[src/rtl/dead_band_pair.sv]
module dead_band_pair #(
  parameter int DLY_W = 7
) (
  input  logic             clk,
  input  logic             rst_n,
  input  logic             cyc_tick,
  input  logic             pwm_in,
  input  logic [DLY_W-1:0] dly_cnt,
  output logic             drv_hi,
  output logic             drv_lo
);

  logic             started;
  logic             side;
  logic             on;
  logic [DLY_W-1:0] cnt;

  wire level_change = !started || (pwm_in != side);

  always_ff @(posedge clk or negedge rst_n) begin
    if (!rst_n) begin
      started <= 1'b0;
      side    <= 1'b0;
      on      <= 1'b0;
      cnt     <= '0;
    end else if (cyc_tick) begin
      if (level_change) begin
        started <= 1'b1;
        side    <= pwm_in;
        on      <= (dly_cnt == '0);
        cnt     <= dly_cnt;
      end else if (!on) begin
        cnt <= cnt - 1'b1;
        if (cnt == DLY_W'(1)) on <= 1'b1;
      end
    end
  end

  assign drv_hi = on & side;
  assign drv_lo = on & ~side;

endmodule


[config.mk]
export PLATFORM = sky130hd
export DESIGN_NAME = dead_band_pair
export DESIGN_NICKNAME = d
export VERILOG_FILES = /design/src/rtl/dead_band_pair.sv
export SDC_FILE = /design/constraint.sdc
export NUM_CORES = 1
export LEC_CHECK = 0
export BUFFER_PORTS_ARGS = -buffer_cell sky130_fd_sc_hd__buf_2
export CAP_MARGIN = 20
export CORE_AREA = 2 2 39 41
export DETAILED_ROUTE_END_ITERATION = 16
export DIE_AREA = 0 0 41 43
export PLACE_DENSITY = 0.71
export SLEW_MARGIN = 40
export SYNTH_ARGS = -nofsm -noshare
export SYNTH_HDL_FRONTEND = slang
export SYNTH_SLANG_ARGS = --single-unit
[constraint.sdc]
create_clock -name clk -period 5.05 [get_ports clk]
set_clock_uncertainty 0.05 [all_clocks]
set_input_delay 0.7575 -clock clk [delete_from_list [all_inputs] [get_ports clk]]
set_output_delay 0.7575 -clock clk [all_outputs]
set_load 0.01 [all_outputs]
==> impl_results.md <==
- Starting DRC count in detailed routing: 25
- Worst vdd ir: 0.000181 V
- PwrDens: between 300 and 400 nW/µm²
- Layout cells sized above 1: 0.278
- Die Footprint: about 1800 µm²
- Final number of max-transition violations: 0
- Initial antenna violation count: 0
- Final Hold Fails: 0
- Remaining DRCs: 0
- Die span in x: between 40 and 50 µm
- Sequential area share after synthesis: 0.397
- CTS tree: done
- Detailed Place HPWL: roughly 1.1 mm
- Min-delay worst type: in -> async
- Final setup viols: 0
- Drt pass-1 iters: 6
- Relative slew slack: 0.770
- Area grow syn2layout: 17.1%
- Core Util, Final: 0.533
- Vias in the first global route: approximately 580
- Cells after Synth: 65
- Cts bufs inserted: 3
- Outcome: completed
- Netlist Area Pre-Place: between 600 and 700 µm²
- Row cnt: 14
- Post-route setup slack: 3120 ps
- Routed Antenna Nets: 0
- Synthesis Warnings: 0
- FF/Latch Area: around 250 µm²
- Achievable Freq: 519 MHz
- Htree depth: 1
- Commonest cells after routing, fill and taps aside: 12 x buf_2, 10 x dfrtp_1, 6 x a21oi_1
- First-pass GRT wire length: approximately 2.5 mm
- Core area: approximately 1400 µm²
- Power Total: 257 µW
- Pre-CTS setup slack: between 2000 and 3000 ps
- GR Util All Layers: 0.212
- # Post-CTS Setup Buffers: 0
- Gp weighted congestion: 0.835
- Yosys cell types: 31
- Clock-pin slew on the worst setup and hold paths: approximately 70 ps
- Area post-placement: between 700 and 800 µm²
- Most common cell after layout, fill and taps aside: buf_2
- WS Path Type: in -> reg
- RSZ-0062 raised after global routing: no
- Wire length per cell: around 16 µm
- Min cycle time layout: between 1500 and 2000 ps
- Mean Syn Cell Area: 9.70 µm²
- Placed cells: roughly 90
- # diodes: 0
- Arr. time, crit path: about 2000 ps
- Worst-Margin Slew: 341 ps
- Startpoint Class: primary input
- Worst Path Required: between 5000 and 6000 ps
- Setup crit end kind: flop
- P_leak: 0.314 nW
- #FFs+latches synth: 10
- CTS root buf: clkbuf_4
- Syn_nets: 78
- R2R depth: 4
- Multi-input gate area: 357 µm²
- IO buf count: 12
- Final period util: 0.382
- Via density: about 6.0
- Max Cap Violations: 0
- Layout Cells excl Fill: 95
- CTS sink count: 10
- Hold WS: roughly 280 ps
- Fin area: between 700 and 800 µm²
- Fill count: 132
- I/O Pins: 13
- Initial Util: 0.456
- Setup TNS: 0 ps
- Total grt overflow: 0
- DRT Wirelength: between 1.5 and 2 mm
- Clk buf depth: 2
- Hold buffer count at CTS: 0
- Max FO, Critical Path: 12
- Clock Latency Late Sink: 270 ps
- Vias: 570
- Pin count of the biggest net entering global routing: 13
- Die Span Y: roughly 43 µm
- Fin nets: just over 90
- Post_cts resized: 0
==> synth_stat cells <==
cell | instances | share of area
dfrtp_1 | 10 | 0.40
a21oi_1 | 6 | 0.048
o21ai_0 | 5 | 0.040
inv_1 | 4 | 0.024
nor2_1 | 4 | 0.024
nor4_1 | 4 | 0.040
nor3_1 | 3 | 0.024
and2_1 | 2 | 0.020
ha_1 | 2 | 0.040
nand2b_1 | 2 | 0.020
nand3_1 | 2 | 0.016
nand4b_1 | 2 | 0.028
a21oi_4 | 1 | 0.026
a221o_1 | 1 | 0.016
a311oi_1 | 1 | 0.014
a31oi_1 | 1 | 0.0099
a32oi_1 | 1 | 0.014
buf_2 | 1 | 0.0079
clkbuf_1 | 1 | 0.0059
mux2_2 | 1 | 0.018
nand2_1 | 1 | 0.0059
nand3b_1 | 1 | 0.012
nand4_1 | 1 | 0.0099
nor2b_1 | 1 | 0.0099
o211ai_1 | 1 | 0.012
o31ai_1 | 1 | 0.012
o31ai_2 | 1 | 0.020
or2_2 | 1 | 0.0099
or4b_4 | 1 | 0.022
xnor2_1 | 1 | 0.014
xnor2_4 | 1 | 0.044
==> final timing paths <==
| path | start | end | slack, ps |
|---|---|---|---|
| worst max-delay path | cyc_tick | cnt[6]$_DFFE_PN0P_ | 3120 |
| worst min-delay path | rst_n | cnt[4]$_DFFE_PN0P_ | 280 |
| worst max register to register | cnt[4]$_DFFE_PN0P_ | cnt[6]$_DFFE_PN0P_ | 3330 |
| worst min register to register | cnt[2]$_DFFE_PN0P_ | cnt[2]$_DFFE_PN0P_ | 540 |
| max in group asynchronous | rst_n | side$_DFFE_PN0P_ | 4480 |
| min in group clk | cnt[2]$_DFFE_PN0P_ | cnt[2]$_DFFE_PN0P_ | 540 |
==> worst max-delay path, stage by stage <==
cell,delay [ps]
buf_2,200
or4b_4,510
o31ai_2,230
nor2_1,80
a221o_1,260
==> cell families (layout without fill, tap and decap cells) <==
| family | count (synthesis) | count (layout) | share of synthesized area |
|---|---|---|---|
| adders and majority gates | 2 | 2 | 0.0397 |
| AOI/OAI and AO/OA | 19 | 19 | 0.210 |
| xor gates and xnor gates | 2 | 2 | 0.0575 |
| DFF | 10 | 10 | 0.397 |
| buffers and inverters | 6 | 20 | 0.0377 |
| muxes | 1 | 1 | 0.0179 |
| and+or+nand+nor | 25 | 25 | 0.240 |
==> per-layer routing <==
metal / vias to the layer above / GRT usage / routed length, µm
met3: 2 / 0.0628 / 109
li1: 271 / - / -
met1: 266 / 0.305 / 675
met4: 0 / 0.0800 / 16
met2: 31 / 0.291 / 706
met5: - / 0 / 0
==> report_power, final <==
group	leakage, nW	internal (mW)	switching, mW
registers	0.115	0.0958	0.0218
logic	0.178	0.0299	0.0348
clock network	0.0210	0.0438	0.0307
total	0.314	0.169	0.0873
==> flip-flops by register name (all words and copies together) (netlist names) <==
signal and count:
cnt 7, on 1, side 1, started 1
==> final cells by class <==
| class | instances | area share |
|---|---|---|
| timing repair buffer | 12 | 0.0814 |
| sequential | 10 | 0.339 |
| multi-input combinational | 49 | 0.483 |
| clock buffer | 4 | 0.0492 |
| tap | 16 | 0.0271 |
| inverter | 4 | 0.0203 |
Note: power is estimated with default switching activity, not from simulation.
